`src/rtl/afo_pkg.sv`:
```
package afo_pkg;
  typedef enum logic {
    SEL_LOWER = 1'b0,
    SEL_UPPER = 1'b1
  } ofs_sel_e;
endpackage

```
`src/rtl/afo_ofs_regs.sv`:
```
module afo_ofs_regs
  import afo_pkg::*;
#(
  parameter int OFS_W   = 12,
  parameter int DATA_W  = 16,
  parameter int DEF_PAR = 127,
  parameter int DEF_SER = 1023
) (
  input  logic              clk,
  input  logic              mrst_n,
  input  logic              prst_n,
  input  logic              ld,
  input  logic              wr_en,
  input  logic              ser_en,
  input  logic              ser_in,
  input  logic [DATA_W-1:0] din,
  output logic [OFS_W-1:0]  lo_ofs,
  output logic [OFS_W-1:0]  hi_ofs,
  output logic              ser_mode
);
  localparam logic [OFS_W-1:0] PAR_DEFAULT = OFS_W'(DEF_PAR);
  localparam logic [OFS_W-1:0] SER_DEFAULT = OFS_W'(DEF_SER);

  ofs_sel_e wsel;

  // Serial path: the pair {hi,lo} acts as one shift register filled from the top,
  // so the first bit shifted ends at lo[0] after 2*OFS_W edges.
  always_ff @(posedge clk) begin
    if (!mrst_n) begin
      ser_mode <= ld;
      lo_ofs   <= ld ? SER_DEFAULT : PAR_DEFAULT;
      hi_ofs   <= ld ? SER_DEFAULT : PAR_DEFAULT;
      wsel     <= SEL_LOWER;
    end else if (!prst_n || !ld) begin
      wsel <= SEL_LOWER;
    end else if (ser_mode) begin
      if (ser_en) begin
        {hi_ofs, lo_ofs} <= {ser_in, hi_ofs, lo_ofs[OFS_W-1:1]};
      end
    end else if (wr_en) begin
      if (wsel == SEL_LOWER) begin
        lo_ofs <= din[OFS_W-1:0];
        wsel   <= SEL_UPPER;
      end else begin
        hi_ofs <= din[OFS_W-1:0];
        wsel   <= SEL_LOWER;
      end
    end
  end
endmodule

```
`src/rtl/afo_readback.sv`:
```
module afo_readback
  import afo_pkg::*;
#(
  parameter int OFS_W  = 12,
  parameter int DATA_W = 16
) (
  input  logic              clk,
  input  logic              mrst_n,
  input  logic              prst_n,
  input  logic              ld,
  input  logic              rb_en,
  input  logic [OFS_W-1:0]  lo_ofs,
  input  logic [OFS_W-1:0]  hi_ofs,
  output logic [DATA_W-1:0] rb_data,
  output logic              rb_valid
);
  ofs_sel_e rsel;

  always_ff @(posedge clk) begin
    if (!mrst_n) begin
      rsel     <= SEL_LOWER;
      rb_valid <= 1'b0;
      rb_data  <= '0;
    end else if (!prst_n || !ld) begin
      rsel     <= SEL_LOWER;
      rb_valid <= 1'b0;
    end else begin
      rb_valid <= rb_en;
      if (rb_en) begin
        rb_data <= DATA_W'((rsel == SEL_LOWER) ? lo_ofs : hi_ofs);
        rsel    <= (rsel == SEL_LOWER) ? SEL_UPPER : SEL_LOWER;
      end
    end
  end
endmodule

```
`src/rtl/afo_thresh.sv`:
```
module afo_thresh #(
  parameter int CNT_W     = 13,
  parameter int OFS_W     = 12,
  parameter int DEPTH     = 4096,
  parameter bit FROM_FULL = 1'b0
) (
  input  logic [CNT_W-1:0] fill_cnt,
  input  logic [OFS_W-1:0] ofs,
  output logic             flag
);
  localparam logic [CNT_W-1:0] FULL_CNT = CNT_W'(DEPTH);

  generate
    if (FROM_FULL) begin : g_upper
      logic [CNT_W-1:0] limit;
      assign limit = FULL_CNT - CNT_W'(ofs);
      assign flag  = (fill_cnt >= limit);
    end else begin : g_lower
      assign flag = (fill_cnt <= CNT_W'(ofs));
    end
  endgenerate
endmodule

```
`src/rtl/afo_unit.sv`:
```
module afo_unit #(
  parameter int DEPTH   = 4096,
  parameter int DATA_W  = 16,
  parameter int DEF_PAR = 127,
  parameter int DEF_SER = 1023
) (
  input  logic                         clk,
  input  logic                         mrst_n,
  input  logic                         prst_n,
  input  logic                         ld,
  input  logic                         wr_en,
  input  logic                         ser_en,
  input  logic                         ser_in,
  input  logic                         rb_en,
  input  logic [DATA_W-1:0]            din,
  input  logic [$clog2(DEPTH+1)-1:0]   fill_cnt,
  output logic [DATA_W-1:0]            rb_data,
  output logic                         rb_valid,
  output logic                         almost_empty,
  output logic                         almost_full
);
  localparam int OFS_W = $clog2(DEPTH);
  localparam int CNT_W = $clog2(DEPTH + 1);

  logic [OFS_W-1:0] lo_ofs;
  logic [OFS_W-1:0] hi_ofs;
  logic             ser_mode;

  afo_ofs_regs #(
    .OFS_W(OFS_W), .DATA_W(DATA_W), .DEF_PAR(DEF_PAR), .DEF_SER(DEF_SER)
  ) u_regs (
    .clk(clk), .mrst_n(mrst_n), .prst_n(prst_n), .ld(ld),
    .wr_en(wr_en), .ser_en(ser_en), .ser_in(ser_in), .din(din),
    .lo_ofs(lo_ofs), .hi_ofs(hi_ofs), .ser_mode(ser_mode)
  );

  afo_readback #(.OFS_W(OFS_W), .DATA_W(DATA_W)) u_rb (
    .clk(clk), .mrst_n(mrst_n), .prst_n(prst_n), .ld(ld), .rb_en(rb_en),
    .lo_ofs(lo_ofs), .hi_ofs(hi_ofs), .rb_data(rb_data), .rb_valid(rb_valid)
  );

  afo_thresh #(.CNT_W(CNT_W), .OFS_W(OFS_W), .DEPTH(DEPTH), .FROM_FULL(1'b0)) u_lo (
    .fill_cnt(fill_cnt), .ofs(lo_ofs), .flag(almost_empty)
  );

  afo_thresh #(.CNT_W(CNT_W), .OFS_W(OFS_W), .DEPTH(DEPTH), .FROM_FULL(1'b1)) u_hi (
    .fill_cnt(fill_cnt), .ofs(hi_ofs), .flag(almost_full)
  );
endmodule

```
`config.mk`:
```
export PLATFORM = sky130hd
export DESIGN_NAME = afo_unit
export DESIGN_NICKNAME = d
export VERILOG_FILES = /design/src/rtl/afo_pkg.sv /design/src/rtl/afo_ofs_regs.sv /design/src/rtl/afo_readback.sv /design/src/rtl/afo_thresh.sv /design/src/rtl/afo_unit.sv
export SDC_FILE = /design/constraint.sdc
export NUM_CORES = 1
export LEC_CHECK = 0
export BUFFER_PORTS_ARGS = -buffer_cell sky130_fd_sc_hd__clkbuf_2
export CORE_MARGIN = 8
export CORE_UTILIZATION = 59
export CTS_CLUSTER_SIZE = 8
export DETAILED_ROUTE_END_ITERATION = 16
export PLACE_DENSITY = 0.82
export SETUP_SLACK_MARGIN = 0.3
export SLEW_MARGIN = 25
export SYNTH_ARGS = -nofsm -noshare
export SYNTH_HDL_FRONTEND = slang
export SYNTH_SLANG_ARGS = --single-unit
export TNS_END_PERCENT = 10
```
`constraint.sdc`:
```
create_clock -name clk -period 6.7 [get_ports clk]
set_input_delay 1.34 -clock clk [delete_from_list [all_inputs] [get_ports clk]]
set_output_delay 1.34 -clock clk [all_outputs]
set_load 0.01 [all_outputs]
```
==> results of run 1 <==
==> sequential cells by signal (all words and copies together), names as in the netlist <==
register         flops
u_rb.rb_data        12
u_rb.rb_valid        1
u_rb.rsel            1
u_regs.hi_ofs       12
u_regs.lo_ofs       12
u_regs.ser_mode      1
u_regs.wsel          1
==> cell type report <==
class | count | area, µm²
Clock buffer | 7 | 97.6
Clock inverter | 1 | 5.00
Fill cell | 364 | 1370
Inverter | 19 | 71.3
Multi-Input combinational cell | 195 | 1350
Sequential cell | 40 | 1050
Tap cell | 52 | 65.1
Timing Repair Buffer | 49 | 250
==> worst min-delay path, delay by kind of cell, from the launching register on <==
family / cells / cell delay, ps
AO/OA/AOI/OAI: 1 / 70
flip-flops: 1 / 330
AND/OR/NAND/NOR: 1 / 80
==> routing by layer <==
metal / track usage / vias up / routed length, µm
li1: - / 1034 / -
met1: 0.237 / 970 / 2470
met2: 0.301 / 75 / 2810
met3: 0.0372 / 11 / 420
met4: 0.0702 / 0 / 111
met5: 0 / - / 0
==> final timing paths <==
path | to | cells after the start | startpoint
max | almost_empty | 8 | fill_cnt[6]
min | u_rb.rb_data[5] | 2 | u_rb.rb_data[5]
min reg2reg | u_rb.rb_data[5] | 2 | u_rb.rb_data[5]
max reg2reg | u_regs.hi_ofs[2] | 3 | u_regs.ser_mode
==> cells by family after synthesis <==
family                   synth area share
AO/OA/AOI/OAI                       0.207
AND/OR/NAND/NOR                     0.146
flip-flops                          0.410
buffers and inverters              0.0669
adder cells (fa/ha/maj)             0.127
XOR/XNOR                           0.0376
other                             0.00146
multiplexers                      0.00391
==> stage by stage <==
step | std cells | setup WS (ps)
floorplan | 271 | 2860
global placement | 355 | 2440
detailed placement | 355 | 2420
CTS | 363 | 2420
global route | 363 | 2290
finish | 363 | 2450
==> power groups by stage <==
stage	sequential (mW)	clock [mW]	combinational, mW
floorplan	0.300	0	0.0757
global placement	0.307	0	0.0990
detailed placement	0.308	0	0.103
CTS	0.302	0.178	0.104
global route	0.305	0.185	0.119
finish	0.303	0.178	0.103
==> cell usage in the layout (no fill, tap or decap), types with 2 or more instances in the layout <==
master,synthesis,routed
nand3_1,4,4
nand2b_1,2,2
xnor2_1,5,5
clkbuf_8,0,5
nand2_1,29,29
dfxtp_1,15,15
o21ai_0,14,14
ha_1,26,26
edfxtp_1,25,25
clkbuf_2,1,47
a21oi_1,18,18
conb_1,1,4
buf_4,4,2
xor2_1,6,6
nand4_1,3,3
nor4_4,2,2
a21o_2,2,2
a21o_1,26,26
inv_1,18,18
a22oi_1,2,2
o211ai_1,11,11
nor2_1,20,20
==> impl_metrics.prom, run 1 <==
# TYPE chip_impl_metric gauge
chip_impl_metric{name="die_area",unit="µm²"} 6710
chip_impl_metric{name="drt-total-wl",unit="µm"} 5820
chip_impl_metric{name="upper_clock_frequency_limit",unit="MHz"} 235
chip_impl_metric{name="slew_headroom",unit=""} 0.418
chip_impl_metric{name="synthDistinctLibCells",unit=""} 47
chip_impl_info{name="path_class",value="in -> out"} 1
chip_impl_info{name="status",value="finished, final reports clean"} 1
chip_impl_metric{name="number_of_global_route_vias_before_repair",unit=""} 2074
chip_impl_metric{name="post_cts_buffers",unit=""} 0
chip_impl_metric{name="p_per_area",unit="nW/µm²"} 202
chip_impl_metric{name="synth_largest_type_area_fraction",unit=""} 0.293
chip_impl_metric{name="post_synth_inst_count",unit=""} 268
chip_impl_info{name="cell_repeated_most_along_the_worst_path",value="clkbuf_2"} 1
chip_impl_info{name="critical_path.top_delay_family",value="compound AO/OA/AOI/OAI gates"} 1
chip_impl_info{name="critical_path_start_type",value="input pin"} 1
chip_impl_info{name="rsz0062_at_grt",value="false"} 1
chip_impl_metric{name="floorplan.die.width",unit="µm"} 81.9
chip_impl_metric{name="post-route-period-util",unit=""} 0.634
chip_impl_metric{name="syn_area",unit="µm²"} 2560
chip_impl_metric{name="via_count",unit=""} 2090
chip_impl_metric{name="critical_path_peak_fanout",unit=""} 2
chip_impl_info{name="most_used_standard_cell_by_instance_count_after_synthesis",value="nand2_1"} 1
chip_impl_metric{name="clk_latency",unit="ps"} 290
chip_impl_metric{name="tightest_slew",unit="ps"} 873
chip_impl_info{name="synth_largest_area_cell",value="edfxtp_1"} 1
chip_impl_metric{name="die_outline_height",unit="µm"} 81.9
chip_impl_metric{name="drt_drc_violations_left",unit=""} 0
chip_impl_metric{name="drtPass1Iterations",unit=""} 5
chip_impl_metric{name="vdd_ir_drop_max",unit="µV"} 150
chip_impl_metric{name="p_int",unit="mW"} 0.424
chip_impl_metric{name="hold_buffers",unit=""} 0
chip_impl_metric{name="final-hold-violation-count",unit=""} 0
chip_impl_metric{name="cts_resized",unit=""} 0
chip_impl_metric{name="syn_avg_cell_area",unit="µm²"} 9.56
chip_impl_info{name="worst_path_max_delay_cell",value="a2111oi_0"} 1
chip_impl_metric{name="timing_max_transition_violations_final",unit=""} 0
chip_impl_metric{name="dp_hpwl",unit="µm"} 4480
chip_impl_metric{name="timing.final.crit_period",unit="ps"} 4250
chip_impl_metric{name="finalInstanceArea",unit="µm²"} 2890
chip_impl_metric{name="finish.utilization",unit=""} 0.678
chip_impl_metric{name="final.setup.tns",unit="ps"} 0
chip_impl_metric{name="switching_share",unit=""} 0.274
chip_impl_metric{name="p_seq_frac",unit=""} 0.519
chip_impl_metric{name="h-tree-depth",unit=""} 2
chip_impl_metric{name="numCtsBuffers",unit=""} 5
chip_impl_metric{name="worst_path_largest_cell_delay",unit="ps"} 490
chip_impl_metric{name="global_route_wire_length_before_repair",unit="µm"} 9650
chip_impl_metric{name="asyncSetResetFlopFracSynth",unit=""} 0
chip_impl_metric{name="cp.arrival",unit="ps"} 2910
chip_impl_info{name="cts_tree",value="done"} 1
chip_impl_info{name="worstSetupEndpointType",value="primary output"} 1
chip_impl_metric{name="placement.cell_area",unit="µm²"} 2790
chip_impl_metric{name="track_usage",unit=""} 0.185
chip_impl_metric{name="report.final.setup_viol",unit=""} 0
chip_impl_metric{name="globalRouteOverflowTotal",unit=""} 0
chip_impl_metric{name="total_power",unit="mW"} 0.584
chip_impl_info{name="min-delay-path-class",value="reg -> reg"} 1
chip_impl_info{name="critical_path.cell_chain",value="clkbuf_2, ha_1, a21o_1, nand3_1, a21oi_1, a2111oi_0, a22o_1, clkbuf_2"} 1
chip_impl_metric{name="route.antenna.remaining_nets",unit=""} 0
chip_impl_metric{name="cts_num_sinks",unit=""} 40
chip_impl_metric{name="via_per_inst",unit=""} 5.76
chip_impl_metric{name="timing.critical_path.buf_inv",unit=""} 2
chip_impl_metric{name="ys_ff_latch",unit=""} 40
chip_impl_metric{name="grt_max_degree",unit=""} 29
chip_impl_metric{name="num_antenna_cells",unit=""} 0
chip_impl_info{name="synth_commonest_cells",value="29 x nand2_1, 26 x a21o_1, 26 x ha_1, 25 x edfxtp_1, 20 x nor2_1"} 1
chip_impl_metric{name="core_footprint",unit="µm²"} 4260
chip_impl_metric{name="synth_seq_area_share",unit=""} 0.410
chip_impl_metric{name="p_leak",unit="nW"} 1.33
chip_impl_metric{name="power.clock.fraction",unit=""} 0.304
chip_impl_metric{name="synth-edff-count",unit=""} 25
chip_impl_metric{name="port_buffers",unit=""} 47
chip_impl_metric{name="synthToLayoutAreaGrowth",unit="%"} 12.8
chip_impl_metric{name="gp_congestion",unit=""} 0.820
chip_impl_metric{name="required_worst_endpoint",unit="ps"} 5360
chip_impl_metric{name="timing.hold.ws",unit="ps"} 517
chip_impl_info{name="yosys_most_used_dff",value="edfxtp_1"} 1
chip_impl_metric{name="avgRoutedWirePerCell",unit="µm"} 16.0
chip_impl_info{name="post_synth_main_area_contributors",value="edfxtp_1 29%, ha_1 13%, dfxtp_1 12%"} 1
chip_impl_metric{name="drv_cap",unit=""} 0
chip_impl_metric{name="drt_first_iter_violations",unit=""} 125
chip_impl_metric{name="post_route_cells_drive_above_1_share",unit=""} 0.206
chip_impl_metric{name="grt_antenna_before_repair",unit=""} 0
chip_impl_metric{name="ctsLongestPathBuffers",unit=""} 2
chip_impl_metric{name="path_clk_slew",unit="ps"} 70
chip_impl_metric{name="ff2ff_setup_slack",unit="ps"} 4640
chip_impl_metric{name="fin_skew",unit="ps"} 5.76
chip_impl_metric{name="net-switching-power",unit="mW"} 0.160
chip_impl_metric{name="io-pin-count",unit=""} 56
chip_impl_metric{name="num-nets-final",unit=""} 373
chip_impl_metric{name="row_count",unit=""} 24
chip_impl_metric{name="initial_core_util",unit=""} 0.601
chip_impl_metric{name="power.share.combinational",unit=""} 0.177
chip_impl_info{name="clock_root_cell",value="clkbuf_8"} 1
chip_impl_metric{name="yosysWarnings",unit=""} 0
Note: power is estimated with default switching activity, not from simulation.
==> run 2, diff against run 1 <==
--- a/config.mk
+++ b/config.mk
@@ -5,12 +5,13 @@
 export SDC_FILE = /design/constraint.sdc
 export NUM_CORES = 1
 export LEC_CHECK = 0
+export ABC_AREA = 1
 export BUFFER_PORTS_ARGS = -buffer_cell sky130_fd_sc_hd__clkbuf_2
 export CORE_MARGIN = 8
-export CORE_UTILIZATION = 59
+export CORE_UTILIZATION = 50
 export CTS_CLUSTER_SIZE = 8
 export DETAILED_ROUTE_END_ITERATION = 16
-export PLACE_DENSITY = 0.82
+export PLACE_DENSITY = 0.73
 export SETUP_SLACK_MARGIN = 0.3
 export SLEW_MARGIN = 25
 export SYNTH_ARGS = -nofsm -noshare
==> constraint.sdc (replaced) <==
create_clock -name clk -period 3.5 [get_ports clk]
set_input_delay 0.7 -clock clk [delete_from_list [all_inputs] [get_ports clk]]
set_output_delay 0.7 -clock clk [all_outputs]
set_load 0.01 [all_outputs]
==> run 2 against run 1 <==
Effect of this change:
- routed wire length grew 9.8%
- largest power group unchanged
- clock power grew 74%
- sequential power grew 84%
- critical endpoint is now almost_full
- first-iteration DRC count grew 18%
- setup slack lost 2000 ps
- combinational power grew 150%
- largest cell class unchanged
- final area grew 8.7%
- via count grew 14%
- utilization shrank 9.3 points
- cell count grew 29%
- synthesized area grew 5.8%
==> impl_metrics.prom, run 2 <==
# TYPE chip_impl_metric gauge
chip_impl_info{name="synth_largest_area_cell",value="edfxtp_1"} 1
chip_impl_metric{name="dp_hpwl",unit="µm"} 4970
chip_impl_metric{name="multi_input_area",unit="µm²"} 1430
chip_impl_metric{name="grt_max_degree",unit=""} 36
chip_impl_metric{name="via_per_inst",unit=""} 5.11
chip_impl_metric{name="synthDistinctLibCells",unit=""} 27
chip_impl_info{name="worstSetupEndpointType",value="primary output"} 1
chip_impl_info{name="timing.rr.end",value="u_regs.lo_ofs[1]"} 1
chip_impl_metric{name="p_seq_frac",unit=""} 0.498
chip_impl_metric{name="gp_congestion",unit=""} 0.796
chip_impl_metric{name="required_worst_endpoint",unit="ps"} 2800
chip_impl_metric{name="final.setup.tns",unit="ps"} 0
chip_impl_metric{name="p_int",unit="mW"} 0.795
chip_impl_metric{name="syn_avg_cell_area",unit="µm²"} 7.88
chip_impl_metric{name="cts_num_sinks",unit=""} 40
chip_impl_metric{name="cp.arrival",unit="ps"} 2340
chip_impl_metric{name="synth_largest_type_area_fraction",unit=""} 0.277
chip_impl_metric{name="drtPass1Iterations",unit=""} 6
chip_impl_info{name="yosys_most_used_dff",value="edfxtp_1"} 1
chip_impl_info{name="min_delay_worst_endpoint",value="u_rb.rb_data[3]"} 1
chip_impl_metric{name="post-route-period-util",unit=""} 0.868
chip_impl_metric{name="fin_skew",unit="ps"} 6.25
chip_impl_metric{name="avgRoutedWirePerCell",unit="µm"} 13.6
chip_impl_info{name="clock_root_cell",value="clkbuf_8"} 1
chip_impl_metric{name="asyncSetResetFlopFracSynth",unit=""} 0
chip_impl_metric{name="ys_ff_latch",unit=""} 40
chip_impl_metric{name="floorplan.die.width",unit="µm"} 89.6
chip_impl_metric{name="synth_seq_area_share",unit=""} 0.388
chip_impl_metric{name="h-tree-depth",unit=""} 2
chip_impl_metric{name="p_per_area",unit="nW/µm²"} 358
chip_impl_metric{name="synth-edff-count",unit=""} 25
chip_impl_metric{name="power.clock.fraction",unit=""} 0.275
chip_impl_info{name="layout_top_registers",value="u_rb.rb_data (12), u_regs.hi_ofs (12), u_regs.lo_ofs (12)"} 1
chip_impl_info{name="critical_path.reg2reg.startpoint",value="u_regs.ser_mode"} 1
chip_impl_info{name="path_class",value="reg -> out"} 1
chip_impl_metric{name="clk_latency",unit="ps"} 290
chip_impl_metric{name="core_footprint",unit="µm²"} 5370
chip_impl_metric{name="power.share.combinational",unit=""} 0.227
chip_impl_metric{name="worst_r2r_path_depth",unit=""} 6
chip_impl_metric{name="drv_cap",unit=""} 0
chip_impl_metric{name="layout.filler_cells",unit=""} 501
chip_impl_metric{name="via_count",unit=""} 2390
chip_impl_metric{name="ctsLongestPathBuffers",unit=""} 2
chip_impl_metric{name="vdd_ir_drop_max",unit="µV"} 268
chip_impl_metric{name="report.final.setup_viol",unit=""} 0
chip_impl_metric{name="num-nets-final",unit=""} 458
chip_impl_metric{name="initial_core_util",unit=""} 0.505
chip_impl_metric{name="final-hold-violation-count",unit=""} 0
chip_impl_metric{name="die_area",unit="µm²"} 8030
chip_impl_metric{name="grt_antenna_before_repair",unit=""} 0
chip_impl_info{name="critical_path.top_delay_family",value="simple AND/OR/NAND/NOR gates"} 1
chip_impl_metric{name="tightest_slew",unit="ps"} 804
chip_impl_info{name="rsz0062_at_grt",value="false"} 1
chip_impl_metric{name="register_area",unit="µm²"} 1050
chip_impl_info{name="min-delay-path-class",value="reg -> reg"} 1
chip_impl_metric{name="drt_drc_violations_left",unit=""} 0
chip_impl_info{name="worst_path_max_delay_cell",value="edfxtp_1"} 1
chip_impl_metric{name="placement.cell_area",unit="µm²"} 2950
chip_impl_metric{name="row_count",unit=""} 27
chip_impl_metric{name="num_antenna_cells",unit=""} 0
chip_impl_metric{name="post_route_cells_drive_above_1_share",unit=""} 0.197
chip_impl_info{name="critical_path.cell_chain",value="inv_2, ha_4, nand3_4, nor2_4, nand3_2, nand3b_1, ha_4, nand2_2, nor2_1, inv_1, a21oi_1, nor2_1, nand2_1, buf_6"} 1
chip_impl_metric{name="timing.hold.worst_path_depth",unit=""} 2
chip_impl_metric{name="io-pin-count",unit=""} 56
chip_impl_metric{name="worst_path_largest_cell_delay",unit="ps"} 420
chip_impl_metric{name="number_of_global_route_vias_before_repair",unit=""} 2365
chip_impl_info{name="synth_commonest_cells",value="98 x nand2_1, 38 x inv_1, 27 x a21oi_1, 26 x ha_1, 25 x edfxtp_1"} 1
chip_impl_metric{name="finalInstanceArea",unit="µm²"} 3140
chip_impl_metric{name="net-switching-power",unit="mW"} 0.329
chip_impl_metric{name="timing.final.crit_period",unit="ps"} 3040
chip_impl_info{name="critical_path_start_type",value="flop"} 1
chip_impl_info{name="status",value="finished, final reports clean"} 1
chip_impl_metric{name="syn_area",unit="µm²"} 2710
chip_impl_metric{name="die_outline_height",unit="µm"} 89.6
chip_impl_metric{name="upper_clock_frequency_limit",unit="MHz"} 329
chip_impl_metric{name="globalRouteOverflowTotal",unit=""} 0
chip_impl_metric{name="global_route_wire_length_before_repair",unit="µm"} 10700
chip_impl_metric{name="timing.critical_path.buf_inv",unit=""} 3
chip_impl_metric{name="post_synth_inst_count",unit=""} 344
chip_impl_info{name="cts_tree",value="done"} 1
chip_impl_metric{name="timing_max_transition_violations_final",unit=""} 0
chip_impl_metric{name="critical_path_peak_fanout",unit=""} 3
chip_impl_metric{name="port_buffers",unit=""} 47
chip_impl_metric{name="ff2ff_setup_slack",unit="ps"} 1530
chip_impl_info{name="layout.cells.most_common_list",value="97 x nand2_1, 46 x clkbuf_2, 36 x inv_1"} 1
chip_impl_info{name="layout.cells.most_common",value="nand2_1"} 1
chip_impl_metric{name="switching_share",unit=""} 0.293
chip_impl_info{name="post_synth_main_area_contributors",value="edfxtp_1 28%, nand2_1 14%, ha_1 12%"} 1
chip_impl_metric{name="yosysWarnings",unit=""} 0
chip_impl_metric{name="path_clk_slew",unit="ps"} 70
chip_impl_metric{name="drt-total-wl",unit="µm"} 6380
chip_impl_metric{name="route.antenna.remaining_nets",unit=""} 0
chip_impl_metric{name="p_leak",unit="nW"} 1.45
chip_impl_metric{name="track_usage",unit=""} 0.169
chip_impl_metric{name="synthToLayoutAreaGrowth",unit="%"} 15.9
chip_impl_info{name="most_used_standard_cell_by_instance_count_after_synthesis",value="nand2_1"} 1
chip_impl_metric{name="slew_headroom",unit=""} 0.463
chip_impl_info{name="holdCritStartpoint",value="u_rb.rb_data[3]"} 1
chip_impl_metric{name="drt_first_iter_violations",unit=""} 148
chip_impl_metric{name="numCtsBuffers",unit=""} 5
[run 2: kinds of logic (layout without fill, tap and decap cells)]
| kind of cell | Yosys count | in the layout | share of synthesized area |
|---|---|---|---|
| buffers and inverters | 59 | 108 | 0.102 |
| AO/OA/AOI/OAI | 64 | 64 | 0.133 |
| other | 1 | 4 | 0.00138 |
| adder cells (fa/ha/maj) | 26 | 26 | 0.120 |
| flip-flops | 40 | 40 | 0.388 |
| XOR/XNOR | 9 | 9 | 0.0291 |
| AND/OR/NAND/NOR | 145 | 145 | 0.227 |
[run 2: area by class of cell]
class	instances	area share
Inverter	42	0.0502
Clock buffer	7	0.0275
Multi-Input combinational cell	248	0.455
Sequential cell	40	0.335
Tap cell	72	0.0287
Timing Repair Buffer	58	0.103
Clock inverter	1	0.00119
[run 2: what timing repair did]
action | in CTS | in global routing
cloned | 0 | 0
hold buffers | 0 | 0
pin swaps | 0 | 8
endpoints found under the setup margin | 1 | 1
setup buffers | 1 | 7
gates resized for setup | 0 | 9
[run 2: routing by layer]
metal	GRT usage	part of all wire
met2	0.273	0.45
met5	0	0
met4	0.0423	0.0097
met1	0.221	0.48
met3	0.0391	0.060
[run 2: tightest hold or removal path: cells and delay by family, from the launching register on]
family / cells / cell delay (ps)
simple gates: 1 / 60
flops: 1 / 310
compound gates: 1 / 60
[run 2: worst max-delay path by stage]
stage,slack (ps),cells past startpoint,endpoint,startpoint
2_1_floorplan,880,13,almost_full,u_regs.hi_ofs[0]
3_3_place_gp,570,14,almost_full,u_regs.hi_ofs[0]
3_5_place_dp,520,14,almost_full,u_regs.hi_ofs[0]
4_1_cts,310,14,almost_full,u_regs.hi_ofs[0]
5_1_grt,270,14,almost_full,u_regs.hi_ofs[1]
6_report,460,14,almost_full,u_regs.hi_ofs[0]
[run 2: per-stage QoR]
stage	utilization	std cells	hold WS, ps	total power [mW]	worst slack, ps
after floorplan	-	347	462	0.737	876
after global placement	0.549	452	454	0.801	574
after global routing	0.585	468	488	1.19	265
after CTS	0.567	461	470	1.12	308
after detailed placement	0.549	452	458	0.811	524
final	0.585	468	466	1.12	461
[run 2: power by group through the flow]
stage / combinational, mW / sequential (mW) / clock, mW
after floorplan: 0.172 / 0.566 / 0
after global placement: 0.232 / 0.569 / 0
after detailed placement: 0.241 / 0.570 / 0
after CTS: 0.244 / 0.559 / 0.317
after global routing: 0.295 / 0.563 / 0.335
final: 0.256 / 0.559 / 0.309
